`config.mk`:
```
export PLATFORM = sky130hd
export DESIGN_NAME = pps_dev_avg
export DESIGN_NICKNAME = d
export VERILOG_FILES = /design/src/rtl/pps_avg_pkg.sv /design/src/rtl/pps_period_meter.sv /design/src/rtl/pps_dev_accum.sv /design/src/rtl/pps_div3.sv /design/src/rtl/pps_dev_avg.sv
export SDC_FILE = /design/constraint.sdc
export NUM_CORES = 1
export LEC_CHECK = 0
export ABC_AREA = 1
export BUFFER_PORTS_ARGS = -buffer_cell sky130_fd_sc_hd__buf_2
export CAP_MARGIN = 25
export CORE_UTILIZATION = 50
export CTS_BUF_LIST = sky130_fd_sc_hd__clkbuf_16
export DETAILED_ROUTE_END_ITERATION = 8
export PLACE_DENSITY_LB_ADDON = 0.15
export SLEW_MARGIN = 20
export SYNTH_ARGS = -nofsm -noshare
export SYNTH_HDL_FRONTEND = slang
export SYNTH_HIERARCHICAL = 1
export SYNTH_SLANG_ARGS = --single-unit
```
`constraint.sdc`:
```
create_clock -name clk -period 3.61 [get_ports clk]
set_input_delay 0.361 -clock clk [delete_from_list [all_inputs] [get_ports clk]]
set_output_delay 0.361 -clock clk [all_outputs]
set_load 0.02 [all_outputs]
```
`src/rtl/pps_avg_pkg.sv`:
```
package pps_avg_pkg;
  localparam int DEV_W = 8;
  localparam int ACC_W = 10;
  localparam int DEV_MIN = -128;
  localparam int DEV_MAX = 127;
  localparam int RECIP = 171;   // 171/512 approximates 1/3 exactly for |s| <= 384
  localparam int RECIP_SH = 9;

  typedef logic signed [DEV_W-1:0] dev_t;
  typedef logic signed [ACC_W-1:0] acc_t;

  function automatic dev_t div3_trunc(input acc_t s);
    logic [ACC_W-1:0]          mag;
    logic [ACC_W+RECIP_SH-1:0] prod;
    logic [DEV_W-1:0]          q;
    mag  = s[ACC_W-1] ? ACC_W'(-s) : ACC_W'(s);
    prod = (ACC_W+RECIP_SH)'(mag) * (ACC_W+RECIP_SH)'(RECIP);
    q    = DEV_W'(prod >> RECIP_SH);
    return s[ACC_W-1] ? dev_t'(-q) : dev_t'(q);
  endfunction
endpackage

```
`src/rtl/pps_period_meter.sv`:
```
module pps_period_meter
  import pps_avg_pkg::*;
#(
  parameter int NOMINAL = 10_000_000
) (
  input  logic clk,
  input  logic rst_n,
  input  logic pps_i,
  output logic s1_strobe,
  output logic s1_valid,
  output logic s1_ok,
  output dev_t s1_dev,
  output logic missing
);
  localparam int MISS_LIM = NOMINAL + NOMINAL / 2;
  localparam int CNT_W    = $clog2(MISS_LIM + 1);
  localparam int LO_LIM   = (NOMINAL + DEV_MIN > 0) ? NOMINAL + DEV_MIN : 0;
  localparam int HI_LIM   = NOMINAL + DEV_MAX;
  localparam logic [DEV_W-1:0] NOM_LOW = DEV_W'(NOMINAL % (1 << DEV_W));

  logic [CNT_W-1:0] cnt_q, cnt_d;
  logic             armed_q, armed_d;
  logic             miss_q, miss_d;
  logic             cnt_en;
  logic             in_win;

  assign cnt_en = pps_i | armed_q;
  assign in_win = (int'(cnt_q) >= LO_LIM) && (int'(cnt_q) <= HI_LIM);

  always_comb begin
    cnt_d   = cnt_q;
    armed_d = armed_q;
    miss_d  = miss_q;
    if (pps_i) begin
      cnt_d   = CNT_W'(1);
      armed_d = 1'b1;
      miss_d  = 1'b0;
    end else if (armed_q) begin
      if (int'(cnt_q) == MISS_LIM) begin
        armed_d = 1'b0;
        miss_d  = 1'b1;
      end else begin
        cnt_d = cnt_q + CNT_W'(1);
      end
    end
  end

  always_ff @(posedge clk or negedge rst_n) begin
    if (!rst_n) begin
      cnt_q   <= '0;
      armed_q <= 1'b0;
      miss_q  <= 1'b0;
    end else if (cnt_en) begin
      cnt_q   <= cnt_d;
      armed_q <= armed_d;
      miss_q  <= miss_d;
    end
  end

  always_ff @(posedge clk or negedge rst_n) begin
    if (!rst_n) begin
      s1_strobe <= 1'b0;
      s1_valid  <= 1'b0;
      s1_ok     <= 1'b0;
      s1_dev    <= '0;
    end else begin
      s1_strobe <= pps_i;
      s1_valid  <= pps_i & armed_q;
      s1_ok     <= in_win;
      if (pps_i) s1_dev <= dev_t'(cnt_q[DEV_W-1:0] - NOM_LOW);
    end
  end

  assign missing = miss_q;
endmodule

```
`src/rtl/pps_dev_accum.sv`:
```
module pps_dev_accum
  import pps_avg_pkg::*;
#(
  parameter int GROUP = 3
) (
  input  logic clk,
  input  logic rst_n,
  input  logic s1_strobe,
  input  logic s1_valid,
  input  logic s1_ok,
  input  dev_t s1_dev,
  output logic s2_strobe,
  output logic reject,
  output logic go,
  output acc_t sum
);
  localparam int N_W = $clog2(GROUP);

  logic [N_W-1:0] n_q, n_d;
  acc_t           acc_q, acc_d, sum_d, acc_plus;
  logic           go_d, take;

  assign take     = s1_valid & s1_ok;
  assign acc_plus = acc_q + acc_t'(s1_dev);

  always_comb begin
    n_d   = n_q;
    acc_d = acc_q;
    sum_d = sum;
    go_d  = 1'b0;
    if (take) begin
      if (int'(n_q) == GROUP - 1) begin
        n_d   = '0;
        acc_d = '0;
        sum_d = acc_plus;
        go_d  = 1'b1;
      end else begin
        n_d   = n_q + N_W'(1);
        acc_d = acc_plus;
      end
    end
  end

  always_ff @(posedge clk or negedge rst_n) begin
    if (!rst_n) begin
      n_q       <= '0;
      acc_q     <= '0;
      sum       <= '0;
      go        <= 1'b0;
      reject    <= 1'b0;
      s2_strobe <= 1'b0;
    end else begin
      if (take) begin
        n_q   <= n_d;
        acc_q <= acc_d;
        sum   <= sum_d;
      end
      go        <= go_d;
      reject    <= s1_valid & ~s1_ok;
      s2_strobe <= s1_strobe;
    end
  end
endmodule

```
`src/rtl/pps_div3.sv`:
```
module pps_div3
  import pps_avg_pkg::*;
(
  input  logic clk,
  input  logic rst_n,
  input  logic go,
  input  acc_t sum,
  output dev_t quot,
  output logic have
);
  always_ff @(posedge clk or negedge rst_n) begin
    if (!rst_n) begin
      quot <= '0;
      have <= 1'b0;
    end else if (go) begin
      quot <= div3_trunc(sum);
      have <= 1'b1;
    end
  end
endmodule

```
`src/rtl/pps_dev_avg.sv`:
```
module pps_dev_avg
  import pps_avg_pkg::*;
#(
  parameter int NOMINAL = 10_000_000
) (
  input  logic                    clk,
  input  logic                    rst_n,
  input  logic                    pps_i,
  output logic signed [DEV_W-1:0] corr_word_o,
  output logic                    corr_valid_o,
  output logic                    avg_ready_o,
  output logic                    reject_o,
  output logic                    missing_o
);
  logic [1:0] rst_sync;
  logic       rst_int_n;

  always_ff @(posedge clk or negedge rst_n) begin
    if (!rst_n) rst_sync <= 2'b00;
    else        rst_sync <= {rst_sync[0], 1'b1};
  end
  assign rst_int_n = rst_sync[1];

  logic s1_strobe, s1_valid, s1_ok, s2_strobe, go, have, tick3;
  dev_t s1_dev, quot;
  acc_t sum;

  pps_period_meter #(.NOMINAL(NOMINAL)) i_meter (
    .clk(clk), .rst_n(rst_int_n), .pps_i(pps_i),
    .s1_strobe(s1_strobe), .s1_valid(s1_valid), .s1_ok(s1_ok),
    .s1_dev(s1_dev), .missing(missing_o)
  );

  pps_dev_accum #(.GROUP(3)) i_accum (
    .clk(clk), .rst_n(rst_int_n), .s1_strobe(s1_strobe),
    .s1_valid(s1_valid), .s1_ok(s1_ok), .s1_dev(s1_dev),
    .s2_strobe(s2_strobe), .reject(reject_o), .go(go), .sum(sum)
  );

  pps_div3 i_div (
    .clk(clk), .rst_n(rst_int_n), .go(go), .sum(sum),
    .quot(quot), .have(have)
  );

  always_ff @(posedge clk or negedge rst_int_n) begin
    if (!rst_int_n) tick3 <= 1'b0;
    else            tick3 <= s2_strobe;
  end

  assign corr_word_o  = quot;
  assign avg_ready_o  = have;
  assign corr_valid_o = tick3 & have;
endmodule

```
Word level (Yosys, flattened, before mapping). Index checks and enable logic that the tools add are counted. Widths: inputs -> output; s select.

Bits of input ports: 3. Output and inout bits: 12. Word-level logic and storage cells: 56. Register bits after elaboration: 74.

Multiplexer cells: 15. Add/sub/neg operators: 6. Magnitude comparators: 2. Bitwise gates (word level): 6. $mul: 1. Equal/unequal tests: 3. Reduce and logical (&&, ||, !) cells: 6.

Operators with widths (number): $mux 24 (3); $add 24x1->24 const B (1); $eq 24x22->1 const B (1); $ge 24x24->1 const B (1); $le 24x24->1 const B (1); $mux 10 (2); $mul 10x8->17 const B (1); $add 10x8->10 (1); $neg 10->10 (1); $mux 1 (8); $mux 8 (1); $neg 8->8 (1); $sub 8x8->8 const B (1); $reduce_and 3->1 (2); $and 1x1->1 (4); $reduce_bool 2->1 (2); $add 2x1->2 const B (1); $eq 2x2->1 const B (1); $mux 2 (1); $ne 2x2->1 const B (1); $reduce_and 2->1 (1); $logic_and 1x1->1 (1); $not 1->1 (1); $or 1x1->1 (1).

Depth between registers and ports, before layout. Gate-level depths: netlist of the first run.

Word-level depth: 5. Gate-level depth with buffers: 31.

Cells and area by module. Netlist of the first run, hierarchy kept.

Modules (own cells, without submodules): pps_div3 (area an instance 2401.1 µm², instances 1, cells an instance 335); pps_period_meter (area an instance 2301.0 µm², instances 1, cells an instance 327); pps_dev_accum (area an instance 1403.8 µm², instances 1, cells an instance 170); pps_dev_avg (area an instance 86.3 µm², instances 1, cells an instance 6).

Least setup slack after synthesis of the first run. No wires, ideal clock.

Path kind: reg2reg. Start point: register i_accum.sum[0]. End point: register i_div.quot[7]. Arrival: 4.497 ns. Slack: -1.004 ns. Data required time: 3.493 ns. Buffers on the path: 0. Stages on the path, launching flop included: 28. Cells stage by stage: dfrtp_1 nor3_1 nand2_1 o21ai_0 xnor2_1 ha_1 inv_1 fa_1 inv_1 fa_1 inv_1 fa_1 inv_1 ha_1 nand2_1 nor2_1 and3_1 nand2_1 nand2_1 nand2_1 nand2_1 nand3_1 nor2_1 nand2_1 nand2_1 nand2_1 nand3_1 nand2_1.

Cells in the longest elaborated chain, start to end: 5.

RTL lines: from (decl) (line pps_dev_accum.sv:15) `output acc_t sum`; from (signal assigned) (line pps_dev_accum.sv:56) `sum <= sum_d;`; $neg 10->10 (line pps_avg_pkg.sv:16) `mag = s[ACC_W-1] ? ACC_W'(-s) : ACC_W'(s);`; $mux 10 * (line pps_avg_pkg.sv:16); $mul 10x8->17 * (line pps_avg_pkg.sv:17) `prod = (ACC_W+RECIP_SH)'(mag) * (ACC_W+RECIP_SH)'(RECIP);`; $neg 8->8 (line pps_avg_pkg.sv:19) `return s[ACC_W-1] ? dev_t'(-q) : dev_t'(q);`; $mux 8 * (line pps_avg_pkg.sv:19); to (signal assigned) (line pps_div3.sv:16) `quot <= div3_trunc(sum);`; to (decl) (line pps_div3.sv:8) `output dev_t quot,`.

Every way passes the cells marked *; elsewhere a longest branch is shown, timed or not. A chain may end at the register's enable or synchronous reset.

Worst setup path in the final report of the first run.
Start point: register i_accum.sum[1]. End point: register i_div.quot[7].

The elaborated chain is that of the path after synthesis.

==> results.ini, run 1 <==
[drt]
dr_total_vias = 5573
drc = 0
vias_per_cell = 5.09
ant_nets = 0
drt_first_pass_iters = 5
drt_iter0_markers = 318
routed_wl_um = 14600
routedWlPerCell_um = 13.3

[synthesis]
synth.yosys.warnings = 6
synth_top_family_by_area = simple AND/OR/NAND/NOR gates
synthAdderAreaFrac = 0.177
async_reset_ff_frac = 1.00
yosysTopAreaCellShare = 0.299
synth_edf_count = 0
synth_compound_area_frac = 0.0630
yosys.area_share.simple = 0.325
synth.distinct_cells = 44
syn_avg_cell_area_um2 = 7.39
synth_seq_area_share = 0.299
yosys_most_used_dff = dfrtp_1
synth_largest_area_cell = dfrtp_1
muxShareOfSynthArea = 0
postSynthNetCount = 918
netlist_instances = 838
synth_xor_area_frac = 0.0408
synth_area_leaders = dfrtp_1, nand2_1, ha_1
synth.cell_area_um2 = 6190
synth-seq-cells = 74

[final_layout]
finalNonFillerCells = 1095
n_fill_cell = 1062
area_delta_synth_final_pct = 24.1
antennaDiodeCount = 0
layout_commonest_cell = nand2_1
drive_gt1_frac = 0.252
nNetsFinal = 1002
mostFrequentLayoutCells = nand2_1, inv_1, dfrtp_1

[timing]
worstMarginPinSlew_ns = 0.648
rsz0062_at_grt = yes
drv_slew = 0
hold-worst-slack_ns = 0.220
hold_viol = 0
finClkSkew_ns = 0.00473
setup_ws_ns = -0.875
finalSetupViolations = 8
max_slew_margin = 0.567
fmax_ghz = 0.223
fin_crit_ns = 4.49
tns_ns = -6.09
fin_crit_sh = 1.24

[status]
violations = negative setup slack
status = complete, but fails checks

[global_route]
grt_pass1_wl_um = 25200
grt_pass1_vias = 5488
grt_max_degree = 73
grt_overflow_total = 0
grt_antenna_before_repair = 0
grt_usage = 0.249

[clocking]
clkSinkCount = 74
htreeDepth = 3
max-clock-path-buffers = 2
cts_tree = done
clk_pin_slew_worst_paths_ns = 0.06
clock_latency_ns = 0.34
cts_buffers = 9
cts_root_buf = clkbuf_16

[floorplan]
start_util = 0.513
io_pins = 15
core_area_um2 = 12100
die_y_um = 113
die_x_um = 113
die_area_um2 = 12800
rows = 40

[power_and_ir_drop]
intPower_mw = 1.46
clkPwrFrac = 0.442
comb_power_share = 0.096
irDropWorstVdd_mv = 0.353
p_per_area_nw_per_um2 = 258
leakage_nw = 4.11
p_seq_frac = 0.462
switchingPower_mw = 0.520
switching_share = 0.263
total_power_mw = 1.98

[critical_path]
required_ns = 3.84
cp_max_fo = 4
worstPathArrival_ns = 4.72
endpoint_kind = flop
crit_path_start_kind = flop
crit_type = flop to flop

[job]
drv_cap = 0

[placed_design]
gp_congestion = 0.934
port_buffers = 14
dp_cells = 1059
dp_hpwl_um = 11000
dp_slack_ns = -0.982

[hold_path]
worstHoldPathType = flop to asynchronous set/reset pin

-- logic make-up after synthesis --
group,Yosys count
xor gates and xnor gates,28
buffers and inverters,138
AOI/OAI and AO/OA,61
DFF,74
other,1
adders and majority gates,77
and+or+nand+nor,459
-- stage by stage --
stage                     instance area, um2  utilization
final                                   7690        0.637
after global routing                    7690        0.637
after CTS                               7500        0.622
after detailed placement                6900        0.572
after global placement                  6900        0.572
after floorplan                         6330            -
-- per-layer routing --
metal	track usage	vias up	part of all wire
met1	0.310	2645	0.45
met3	0.0380	37	0.024
met4	0.129	0	0.039
met2	0.420	80	0.49
li1	-	2811	-
met5	0	-	0
-- worst max-delay path: stages, from the launching register on --
cell,delay [ns]
dfrtp_2,0.44
nor3_4,0.19
nand2_2,0.11
o21ai_4,0.20
xnor2_2,0.10
ha_1,0.29
inv_2,0.04
fa_1,0.47
inv_1,0.05
fa_1,0.49
inv_2,0.04
fa_1,0.51
inv_2,0.04
ha_4,0.31
nand2_4,0.07
nor2_4,0.09
and3_4,0.20
nand2_4,0.06
nand2_1,0.06
nand2_1,0.05
nand2_2,0.09
nand3_2,0.07
nor2_1,0.10
nand2_1,0.07
nand2_1,0.06
nand2_1,0.05
nand3_1,0.06
nand2_1,0.06
-- flip-flops by register name, indices dropped and copies added (netlist names) --
register and cells:
i_accum/sum 10, tick3 1, i_accum/s2_strobe 1, i_accum/acc_q 10
i_meter/s1_dev 8, i_div/have 1, i_meter/s1_strobe 1, rst_sync 2
i_meter/s1_valid 1, i_div/quot 8, i_accum/n_q 2, i_meter/cnt_q 24
i_meter/s1_ok 1, i_accum/go 1, i_accum/reject 1, i_meter/armed_q 1
i_meter/missing 1
-- cell type report --
class	instances	area, um2	share of cell area
multi-input cells	626	4210	0.547
flip-flops and latches	74	1860	0.242
repair buffers	89	663	0.0863
inverters	122	465	0.0605
clock buffers	9	225	0.0293
well taps	168	210	0.0273
clock inverters	7	61.3	0.00798
-- power by group through the flow --
stage | sequential [mW] | combinational (mW) | clock, mW
3_5_place_dp | 0.941 | 0.171 | 0
6_report | 0.916 | 0.189 | 0.876
4_1_cts | 0.926 | 0.177 | 0.901
2_1_floorplan | 0.914 | 0.150 | 0
5_1_grt | 0.923 | 0.217 | 0.928
3_3_place_gp | 0.940 | 0.167 | 0
-- synthesized netlist by cell type, drive strengths merged (2+ instances only) --
cell type,instances
a21oi,17
buf,11
clkbuf,5
dfrtp,74
fa,18
ha,59
inv,121
nand2,280
nand3,74
nand3b,6
nand4,10
nor2,82
nor3,2
nor4,3
o21a,2
o21ai,37
o21bai,2
xnor2,10
xor2,18
-- final timing paths --
kind / endpoint / cells past startpoint / slack (ns) / start
min in group clk: i_meter/s1_strobe$_DFF_PN0_ / 1 / 0.29 / pps_i
max in group asynchronous: i_accum/sum[1]$_DFFE_PN0P_ / 1 / 2.82 / rst_sync[1]$_DFF_PN0_
worst min-delay path: i_accum/s2_strobe$_DFF_PN0_ / 0 / 0.22 / rst_sync[1]$_DFF_PN0_
worst min register to register: i_accum/s2_strobe$_DFF_PN0_ / 0 / 0.22 / rst_sync[1]$_DFF_PN0_
worst max register to register: i_div/quot[7]$_DFFE_PN0P_ / 27 / -0.88 / i_accum/sum[1]$_DFFE_PN0P_
worst max-delay path: i_div/quot[7]$_DFFE_PN0P_ / 27 / -0.88 / i_accum/sum[1]$_DFFE_PN0P_
-- what timing repair did --
action,CTS,global route
pin swaps,27,29
endpoints found under the setup margin,8,8
gates cloned,0,0
endpoints found under the hold margin,2,0
setup buffers,13,6
hold buffers,1,0
resized for setup,48,32
Note: power is estimated with default switching activity, not from simulation.
==> run 2: changes to the inputs <==
clock period = 4.5 ns   (was 3.61 ns; I/O delays follow)
==> run 2 against run 1 <==
- the flow still finishes with violations (negative setup slack)
- critical endpoint is now i_div/quot[6]$_DFFE_PN0P_
- power down 13%
- first-iteration DRC count is 28% higher
- largest power group is now clock
- non-clock buffer count fell by 22
- sequential cell count did not move
- final area is 2.4% lower
- largest cell class unchanged
- routed wire length down 0.36%
- maximum frequency down 2.2%
==> results.ini, run 2 (synthesis results as in run 1) <==
[drt]
drc = 0
met1Wirelength_um = 6320
wl_met2_um = 7270
wl_met3_um = 530
dr_total_vias = 5468
top_layer = met4
vias_per_cell = 5.10
routedWlPerCell_um = 13.5
ant_nets = 0
routed_wl_um = 14500
drt_first_pass_iters = 5
drt_iter0_markers = 406

[critical_path]
cp_max_fo = 3
endpoint_kind = flop
r2r.worst_path.cells = 24
required_ns = 4.73
worstPathArrival_ns = 4.81
crit_path_start_kind = flop
crit_type = flop to flop

[status]
violations = negative setup slack
status = complete, but fails checks

[floorplan]
die_x_um = 113
die_area_um2 = 12800
rows = 40
io_pins = 15
core_area_um2 = 12100
die_y_um = 113
start_util = 0.513

[clocking]
cts_buffers = 9
max-clock-path-buffers = 2
clock_latency_ns = 0.34
clkSinkCount = 74
htreeDepth = 3
cts_root_buf = clkbuf_16
cts_tree = done
clk_pin_slew_worst_paths_ns = 0.06

[final_layout]
drive_gt1_frac = 0.224
stdcell_area_um2 = 7500
finish.utilization = 0.622
largestRegisters = i_meter/cnt_q: 24 flops, i_accum/acc_q: 10 flops, i_accum/sum: 10 flops
largest_register = i_meter/cnt_q
area_delta_synth_final_pct = 21.2
n_fill_cell = 1061
nNetsFinal = 980
antennaDiodeCount = 0
mostFrequentLayoutCells = nand2_1, inv_1, dfrtp_1
layout_commonest_cell = nand2_1
largest_reg_flops = 24

[timing]
finalSetupViolations = 4
tns_ns = -0.221
fmax_ghz = 0.218
hold_viol = 0
setup_ws_ns = -0.0843
worstMarginPinSlew_ns = 0.908
fin_crit_ns = 4.58
hold-worst-slack_ns = 0.195
fin_crit_sh = 1.02
max_slew_margin = 0.394
finClkSkew_ns = 0.00669
drv_slew = 0
rsz0062_at_grt = yes

[power_and_ir_drop]
leakage_nw = 3.97
irDropWorstVdd_mv = 0.274
p_per_area_nw_per_um2 = 229

[placed_design]
post_dp_cell_area_um2 = 6660
port_buffers = 14
gp_congestion = 0.893
dp_hpwl_um = 10800

[global_route]
grt_usage = 0.245
grt_overflow_total = 0
grt_antenna_before_repair = 0
grt_pass1_wl_um = 24900
grt_pass1_vias = 5401
grt_max_degree = 73

[job]
drv_cap = 0

[hold_path]
worstHoldPathType = flop to asynchronous set/reset pin

-- run 2: cell types whose count changed in the layout (fill, tap and decap cells not counted), moves of 3 or more --
cell     change
buf_4       -21
inv_1        +5
inv_2        -8
nand2_2      +4
o21ai_4      -3
xor2_2       -3
-- run 2: worst paths after layout --
check	slack, ns	end	startpoint
worst max-delay path	-0.08	i_div/quot[6]$_DFFE_PN0P_	i_accum/sum[0]$_DFFE_PN0P_
worst min-delay path	0.20	i_meter/missing$_DFFE_PN0P_	rst_sync[1]$_DFF_PN0_
worst max register to register	-0.08	i_div/quot[6]$_DFFE_PN0P_	i_accum/sum[0]$_DFFE_PN0P_
worst min register to register	0.20	i_meter/missing$_DFFE_PN0P_	rst_sync[1]$_DFF_PN0_
max in group asynchronous	3.75	i_accum/acc_q[9]$_DFFE_PN0P_	rst_sync[1]$_DFF_PN0_
min in group clk	0.35	tick3$_DFF_PN0_	i_accum/s2_strobe$_DFF_PN0_
-- run 2: layer usage --
metal  vias to the layer above  global-route usage
li1                       2760                   -
met1                      2557               0.302
met2                       115               0.432
met3                        36              0.0380
met4                         0              0.0904
met5                         -                   0
-- run 2: power by group --
group          switching, mW  internal (mW)  leakage [nW]
registers             0.0414          0.694         0.990
clock network          0.284          0.541         0.169
logic                  0.101         0.0542          2.81
total                  0.427           1.29          3.97
-- run 2: critical path, cell delays in order (launching register included) --
cell and delay [ns]:
dfrtp_1 0.43, inv_2 0.10, ha_4 0.15, nand2_4 0.07, o21ai_4 0.18, xnor2_2 0.09, ha_2 0.32, inv_1 0.05
fa_1 0.51, fa_1 0.51, inv_1 0.05, fa_1 0.48, ha_4 0.30, buf_6 0.13, buf_4 0.12, buf_4 0.14
xor2_4 0.18, ha_4 0.16, inv_4 0.04, nor2_4 0.11, nand3_2 0.11, nand2_2 0.06, nand2_1 0.05, nand3_1 0.07
nand2_1 0.06
-- run 2: layout make-up --
type / instances / area [um2] / area share
clock inverter: 7 / 118 / 0.0157
sequential: 74 / 1860 / 0.247
timing repair buffer: 67 / 494 / 0.0659
multi-input combinational: 626 / 4130 / 0.550
tap: 168 / 210 / 0.0280
clock buffer: 9 / 225 / 0.0300
inverter: 122 / 470 / 0.0627
-- run 2: repair_timing --
| item | 4_1_cts | 5_1_grt |
|---|---|---|
| endpoints found under the hold margin | 2 | 0 |
| endpoints found under the setup margin | 7 | 7 |
| hold buffers | 1 | 0 |
| pin swaps | 13 | 50 |
| setup buffers | 9 | 5 |
| gates cloned | 0 | 0 |
| gates resized for setup | 30 | 62 |
-- run 2: per-stage QoR --
step	std cells	power, mW	setup slack [ns]
floorplan	838	0.854	0.0153
global placement	1041	0.894	-0.113
global route	1073	1.78	-0.369
detailed placement	1041	0.901	-0.232
finish	1073	1.72	-0.0843
CTS	1067	1.73	-0.0239
